==> config.mk <==
export PLATFORM = sky130hd
export DESIGN_NAME = adc_seq_top
export DESIGN_NICKNAME = d
export VERILOG_FILES = /design/src/rtl/adc_seq_pkg.sv /design/src/rtl/adc_seq_ctrl.sv /design/src/rtl/adc_seq_store.sv /design/src/rtl/adc_seq_top.sv
export SDC_FILE = /design/constraint.sdc
export NUM_CORES = 1
export LEC_CHECK = 0
export BUFFER_PORTS_ARGS = -buffer_cell sky130_fd_sc_hd__buf_4
export CORE_MARGIN = 4
export CORE_UTILIZATION = 57
export CTS_BUF_LIST = sky130_fd_sc_hd__clkbuf_4 sky130_fd_sc_hd__clkbuf_8
export CTS_CLUSTER_SIZE = 10
export DETAILED_ROUTE_END_ITERATION = 6
export PLACE_DENSITY = 0.79
export RECOVER_POWER = 100
export SLEW_MARGIN = 20
export SYNTH_ARGS = -nofsm -noshare
export SYNTH_HDL_FRONTEND = slang
export SYNTH_SLANG_ARGS = --single-unit
==> constraint.sdc <==
create_clock -name clk -period 1.9 [get_ports clk]
set_clock_uncertainty 0.05 [all_clocks]
set_input_delay 0.095 -clock clk [delete_from_list [all_inputs] [get_ports clk]]
set_output_delay 0.095 -clock clk [all_outputs]
set_load 0.03 [all_outputs]
==> src/rtl/adc_seq_pkg.sv <==
package adc_seq_pkg;

    typedef enum logic [1:0] {
        ST_IDLE   = 2'd0,
        ST_LAUNCH = 2'd1,
        ST_WAIT   = 2'd2
    } seq_state_e;

    typedef enum logic [1:0] {
        RUN_SINGLE = 2'd0,
        RUN_SCAN4  = 2'd1,
        RUN_SCAN8  = 2'd2,
        RUN_SCAN16 = 2'd3
    } run_mode_e;

endpackage

==> src/rtl/adc_seq_ctrl.sv <==
module adc_seq_ctrl
    import adc_seq_pkg::*;
#(
    parameter int NCH  = 16,
    parameter int RES  = 10,
    localparam int CH_W = $clog2(NCH)
) (
    input  logic            clk,
    input  logic            rst_n,
    input  logic            start_i,
    input  logic            stop_i,
    input  logic [1:0]      mode_i,
    input  logic [CH_W-1:0] chan_i,
    input  logic            cmp_en_i,
    input  logic [RES-1:0]  cmp_ref_i,
    input  logic            evt_sel_i,
    output logic            core_start_o,
    output logic [CH_W-1:0] core_chan_o,
    input  logic            core_done_i,
    input  logic [RES-1:0]  core_data_i,
    output logic            wr_en_o,
    output logic [CH_W-1:0] wr_chan_o,
    output logic [RES-1:0]  wr_data_o,
    output logic            busy_o,
    output logic            cmp_flag_o,
    output logic            irq_o,
    output logic            dma_req_o
);

    typedef struct packed {
        seq_state_e      state;
        logic [CH_W-1:0] cur;
        logic [CH_W-1:0] last;
        logic            cmp;
        logic            sel;
        logic            stop;
        logic [RES-1:0]  ref_v;
        logic            flag;
        logic            irq;
        logic            dma;
    } ctrl_t;

    ctrl_t ctrl_d, ctrl_q;

    // Highest channel of a scan, clipped to the channel count.
    function automatic logic [CH_W-1:0] scan_last(input logic [1:0] m);
        int span;
        span = 4 << (int'(m) - 1);
        if (span > NCH) span = NCH;
        return CH_W'(span - 1);
    endfunction

    logic run_end;

    always_comb begin
        ctrl_d     = ctrl_q;
        ctrl_d.irq = 1'b0;
        ctrl_d.dma = 1'b0;
        run_end    = 1'b0;
        unique case (ctrl_q.state)
            ST_IDLE: begin
                if (start_i) begin
                    ctrl_d.state = ST_LAUNCH;
                    ctrl_d.cmp   = cmp_en_i;
                    ctrl_d.sel   = evt_sel_i;
                    ctrl_d.ref_v = cmp_ref_i;
                    ctrl_d.stop  = 1'b0;
                    if (run_mode_e'(mode_i) == RUN_SINGLE) begin
                        ctrl_d.cur  = chan_i;
                        ctrl_d.last = chan_i;
                    end else begin
                        ctrl_d.cur  = '0;
                        ctrl_d.last = scan_last(mode_i);
                    end
                end
            end
            ST_LAUNCH: begin
                ctrl_d.state = ST_WAIT;
                if (stop_i) ctrl_d.stop = 1'b1;
            end
            ST_WAIT: begin
                if (stop_i) ctrl_d.stop = 1'b1;
                if (core_done_i) begin
                    if (ctrl_q.cmp) ctrl_d.flag = (core_data_i > ctrl_q.ref_v);
                    if (ctrl_d.stop) begin
                        ctrl_d.state = ST_IDLE;
                    end else if (ctrl_q.cur == ctrl_q.last) begin
                        ctrl_d.state = ST_IDLE;
                        run_end      = 1'b1;
                    end else begin
                        ctrl_d.cur   = ctrl_q.cur + 1'b1;
                        ctrl_d.state = ST_LAUNCH;
                    end
                end
            end
            default: ctrl_d.state = ST_IDLE;
        endcase
        if (run_end) begin
            ctrl_d.irq = ~ctrl_q.sel;
            ctrl_d.dma = ctrl_q.sel;
        end
    end

    always_ff @(posedge clk or negedge rst_n) begin
        if (!rst_n) ctrl_q <= '0;
        else        ctrl_q <= ctrl_d;
    end

    assign core_start_o = (ctrl_q.state == ST_LAUNCH);
    assign core_chan_o  = ctrl_q.cur;
    assign wr_en_o      = (ctrl_q.state == ST_WAIT) && core_done_i && !ctrl_q.cmp;
    assign wr_chan_o    = ctrl_q.cur;
    assign wr_data_o    = core_data_i;
    assign busy_o       = (ctrl_q.state != ST_IDLE);
    assign cmp_flag_o   = ctrl_q.flag;
    assign irq_o        = ctrl_q.irq;
    assign dma_req_o    = ctrl_q.dma;

    // start to the core is a single-cycle pulse
    p_start_pulse_r4: assert property (@(posedge clk) disable iff (!rst_n)
        core_start_o |=> !core_start_o);

    // completion never reaches both destinations
    p_event_onehot_r6: assert property (@(posedge clk) disable iff (!rst_n)
        $onehot0({irq_o, dma_req_o}));

    // a completion pulse always follows a core done
    p_event_after_done_r6: assert property (@(posedge clk) disable iff (!rst_n)
        (irq_o || dma_req_o) |-> $past(core_done_i));

    // a scan step moves to the next higher channel
    p_scan_ascend_r3: assert property (@(posedge clk) disable iff (!rst_n)
        (ctrl_q.state == ST_WAIT && core_done_i && ctrl_d.state == ST_LAUNCH)
        |=> (core_start_o && core_chan_o == $past(core_chan_o) + 1'b1));

    // a start while waiting for the core changes nothing
    p_busy_start_ignored_r7: assert property (@(posedge clk) disable iff (!rst_n)
        (ctrl_q.state == ST_WAIT && start_i && !core_done_i)
        |=> ($stable(core_chan_o) && busy_o && !core_start_o));

endmodule

==> src/rtl/adc_seq_store.sv <==
module adc_seq_store #(
    parameter int NCH    = 16,
    parameter int RES    = 10,
    parameter int NARROW = 8,
    localparam int CH_W  = $clog2(NCH)
) (
    input  logic            clk,
    input  logic            rst_n,
    input  logic            wr_en_i,
    input  logic [CH_W-1:0] wr_chan_i,
    input  logic [RES-1:0]  wr_data_i,
    input  logic [CH_W-1:0] rd_chan_i,
    input  logic            rd_narrow_i,
    output logic [RES-1:0]  rd_data_o
);

    logic [RES-1:0] res_d [NCH];
    logic [RES-1:0] res_q [NCH];

    for (genvar g = 0; g < NCH; g++) begin : g_slot
        always_comb begin
            res_d[g] = res_q[g];
            if (wr_en_i && wr_chan_i == CH_W'(g)) res_d[g] = wr_data_i;
        end

        always_ff @(posedge clk or negedge rst_n) begin
            if (!rst_n) res_q[g] <= '0;
            else        res_q[g] <= res_d[g];
        end
    end

    logic [RES-1:0] pick;

    always_comb begin
        pick = res_q[rd_chan_i];
        if (rd_narrow_i) rd_data_o = {{(RES-NARROW){1'b0}}, pick[RES-1 -: NARROW]};
        else             rd_data_o = pick;
    end

    // a write lands in the addressed register on the next cycle
    p_write_lands_r2: assert property (@(posedge clk) disable iff (!rst_n)
        wr_en_i |=> (res_q[$past(wr_chan_i)] == $past(wr_data_i)));

endmodule

==> src/rtl/adc_seq_top.sv <==
module adc_seq_top #(
    parameter int NCH    = 16,
    parameter int RES    = 10,
    parameter int NARROW = 8,
    localparam int CH_W  = $clog2(NCH)
) (
    input  logic            clk,
    input  logic            rst_n,
    input  logic            start_i,
    input  logic            stop_i,
    input  logic [1:0]      mode_i,
    input  logic [CH_W-1:0] chan_i,
    input  logic            cmp_en_i,
    input  logic [RES-1:0]  cmp_ref_i,
    input  logic            evt_sel_i,
    input  logic [CH_W-1:0] rd_chan_i,
    input  logic            rd_narrow_i,
    output logic [RES-1:0]  rd_data_o,
    output logic            busy_o,
    output logic            cmp_flag_o,
    output logic            irq_o,
    output logic            dma_req_o,
    output logic            core_start_o,
    output logic [CH_W-1:0] core_chan_o,
    input  logic            core_done_i,
    input  logic [RES-1:0]  core_data_i
);

    logic            wr_en;
    logic [CH_W-1:0] wr_chan;
    logic [RES-1:0]  wr_data;

    adc_seq_ctrl #(.NCH(NCH), .RES(RES)) i_ctrl (
        .clk          (clk),
        .rst_n        (rst_n),
        .start_i      (start_i),
        .stop_i       (stop_i),
        .mode_i       (mode_i),
        .chan_i       (chan_i),
        .cmp_en_i     (cmp_en_i),
        .cmp_ref_i    (cmp_ref_i),
        .evt_sel_i    (evt_sel_i),
        .core_start_o (core_start_o),
        .core_chan_o  (core_chan_o),
        .core_done_i  (core_done_i),
        .core_data_i  (core_data_i),
        .wr_en_o      (wr_en),
        .wr_chan_o    (wr_chan),
        .wr_data_o    (wr_data),
        .busy_o       (busy_o),
        .cmp_flag_o   (cmp_flag_o),
        .irq_o        (irq_o),
        .dma_req_o    (dma_req_o)
    );

    adc_seq_store #(.NCH(NCH), .RES(RES), .NARROW(NARROW)) i_store (
        .clk         (clk),
        .rst_n       (rst_n),
        .wr_en_i     (wr_en),
        .wr_chan_i   (wr_chan),
        .wr_data_i   (wr_data),
        .rd_chan_i   (rd_chan_i),
        .rd_narrow_i (rd_narrow_i),
        .rd_data_o   (rd_data_o)
    );

endmodule

==> flow_summary.toml <==
[run_status]
outcome = "finished with violations"
violations = "setup timing"

[global_routing]
grt_pass1_vias = 6480
grt_max_degree = 55
grt_pass1_wl_um = 35390
grt.overflow.total = 0
track_usage_pct = 25.54
antenna_found_initial = 0

[layout]
drive_above_1_share_pct = 47.54
diodes = 0
fillCellCount = 1044
syn_to_final_growth_pct = 21.55
finalNetCount = 837

[synthesis]
synth_area_leaders = "dfrtp_1, mux2_2, mux4_2, mux4_1, ha_1"
yosysSeqAreaShare_pct = 50.92
synth_seq_cells = 186
synth_edf_count = 0
yosysUniqueCellTypes = 50
ys_warn_count = 0
synth_top_area_share_pct = 50.92
yosysMostFrequentCell = "dfrtp_1"
yosys-top-cells-count = "dfrtp_1, mux2_2, nand2_1"
async_flop_share_pct = 100.0
synth_top_flop_cell = "dfrtp_1"
synth_top_area_cell = "dfrtp_1"
avgSynthCellArea_um2 = 13.91
syn-cell-area_um2 = 9140
synth_fp_nets = 714
netlist_instances = 657

[worst_hold_path]
min_from = "cmp_ref_i[1]"
holdPathEnd = "i_ctrl.ctrl_q[4]$_DFFE_PN0P_"
hold_path_class = "primary input to register"
hold_depth = 4

[detailed_routing]
first_iter_violations = 412
drt_wl_total_um = 22040
firstDrtPassIters = 4
drc_errors = 0
avgViaCountPerCell = 5.962
ant_nets = 0
wl_per_cell_um = 21.85
num_vias = 6016

[setup_path]
crit_slowest_cell = "mux4_2"
crit_required_ns = 1.75
worstReg2RegStart = "i_ctrl.core_chan_o[2]$_DFFE_PN0P_"
cp_max_fo = 2
reg2reg_to = "i_store.res_q[131]$_DFFE_PN0P_"
crit_family = "multiplexers"
critPathLaunchType = "register"
r2r_cells = 5
cp_slowest_stage_delay_ns = 0.48
critPathBufInv = 1
timing.critical_path.cells = "mux4_2 -> mux2_4 -> o22ai_4 -> a221oi_2 -> buf_4"
cp-end-kind = "output port"
worstPathArrival_ns = 2.11
crit_start = "i_store.res_q[27]$_DFFE_PN0P_"
worst-r2r-setup-slack_ns = -0.03
path_class = "register to output port"

[power]
leakagePower_uw = 0.005231
ir_drop_mv = 0.8206
power_density_nw_per_um2 = 1083

[sta]
tightestPinTransition_ns = 1.349
timing.fmax_ghz = 0.4426
hold_viol_final = 0
min_period_ns = 2.259
relSlewSlack_pct = 10.05
fin_ws_ns = -0.3594
period_share_pct = 118.9
slew_viol_final = 0
setup_tns_ns = -2.983
setup_viol = 24
rsz0062_at_grt = "true"
whs_ns = 0.3285

[cts]
root_buffer = "clkbuf_8"
cts_tree = "built"
htreeDepth = 4
clkLatencyLatePin_ns = 0.47
cts_made_buffers = 17
clk_pin_slew_ns = 0.09
clk_path_buf_depth = 2
clock-sinks = 186

[floorplanning]
initial_core_util_pct = 57.96
die_area_um2 = 18130
ioPinCount = 57
fp.dieW_um = 134.6
die-height_um = 134.6
core_area_um2 = 15770
row_count = 46

[placement]
place_hpwl_um = 14650
placement.io_buffers = 56
gp_congestion = 0.8423

[job]
cap_viol_max_count = 0
-- cell usage in the layout (no fill, tap or decap), types with 8 or more instances in the layout --
cell / n
a21oi_1: 12
buf_4: 70
dfrtp_1: 186
nor2_1: 14
nor2_4: 12
inv_1: 19
buf_12: 13
nand2_1: 33
ha_1: 17
dlygate4sd3_1: 34
o21ai_0: 16
mux2_2: 146
clkbuf_8: 22
mux4_2: 34
mux2_4: 13
mux2i_1: 11
clkbuf_1: 8
-- power breakdown --
part	internal [uW]	switching, uW	total, uW
Clock	1340	1390	2730
Sequential	4970	570	5530
Combinational	1920	1850	3770
-- registers in the layout, indices dropped and copies added, names as in the netlist --
name                count
i_ctrl.ctrl_q          19
i_ctrl.dma_req_o        1
i_ctrl.cmp_flag_o       1
i_ctrl.irq_o            1
i_ctrl.core_chan_o      4
i_store.res_q         160
-- through the flow --
step	cells	util [%]	power (uW)	instance area, um2	setup WS (ns)
final	1009	70.45	12030	11110	-0.3594
after global routing	1009	70.45	12670	11110	-0.4441
after CTS	1007	70.30	12030	11090	-0.3911
after detailed placement	938	64.54	9120	10180	-0.1667
after global placement	938	64.54	8886	10180	-0.1146
after floorplan	657	-	8008	9166	-0.02070
-- kinds of logic (layout without fill, tap and decap cells) --
family,after synthesis,in the layout,share of synthesized area [%]
DFF,186,186,50.92
xor gates and xnor gates,4,4,0.3833
and+or+nand+nor,109,109,6.516
buffers and inverters,59,195,3.463
muxes,219,219,31.87
AOI/OAI and AO/OA,61,61,4.244
adders and majority gates,19,19,2.601
-- layout make-up --
class / count / area (um2) / share of cell area [%]
Clock inverter: 9 / 113.9 / 1.025
Sequential cell: 186 / 4654 / 41.90
Timing Repair Buffer: 144 / 1316 / 11.85
Multi-Input combinational cell: 412 / 4379 / 39.42
Tap cell: 216 / 270.3 / 2.433
Clock buffer: 23 / 304.0 / 2.737
Inverter: 19 / 71.32 / 0.6420
-- how the worst max path moves through the flow --
stage | endpoint | slack (ns) | depth (start not counted)
6_report | rd_data_o[7] | -0.36 | 5
5_1_grt | rd_data_o[7] | -0.44 | 5
4_1_cts | rd_data_o[3] | -0.39 | 6
3_5_place_dp | i_store.res_q[3]$_DFFE_PN0P_ | -0.17 | 7
3_3_place_gp | i_store.res_q[3]$_DFFE_PN0P_ | -0.11 | 7
2_1_floorplan | i_store.res_q[19]$_DFFE_PN0P_ | -0.02 | 8
-- metal layers --
layer	track usage (%)	part of all wire, %	up-vias
li1	-	-	2630
met1	33.25	41	3146
met2	42.22	51	198
met3	6.185	5.1	42
met4	9.163	2.6	0
met5	0	0	-
-- tightest hold or removal path, stage by stage --
cell	delay (ns)
dlygate4sd3_1	0.53
buf_4	0.10
nand2_1	0.03
o21ai_0	0.06
-- what timing repair did --
action | CTS | global route
setup endpoints to repair | 88 | 138
resized for setup | 38 | 35
pin swaps | 13 | 16
hold buffers | 34 | 0
hold endpoints to repair | 329 | 0
buffers inserted | 3 | 2
No activity file was read; power rests on OpenSTA's default activity.
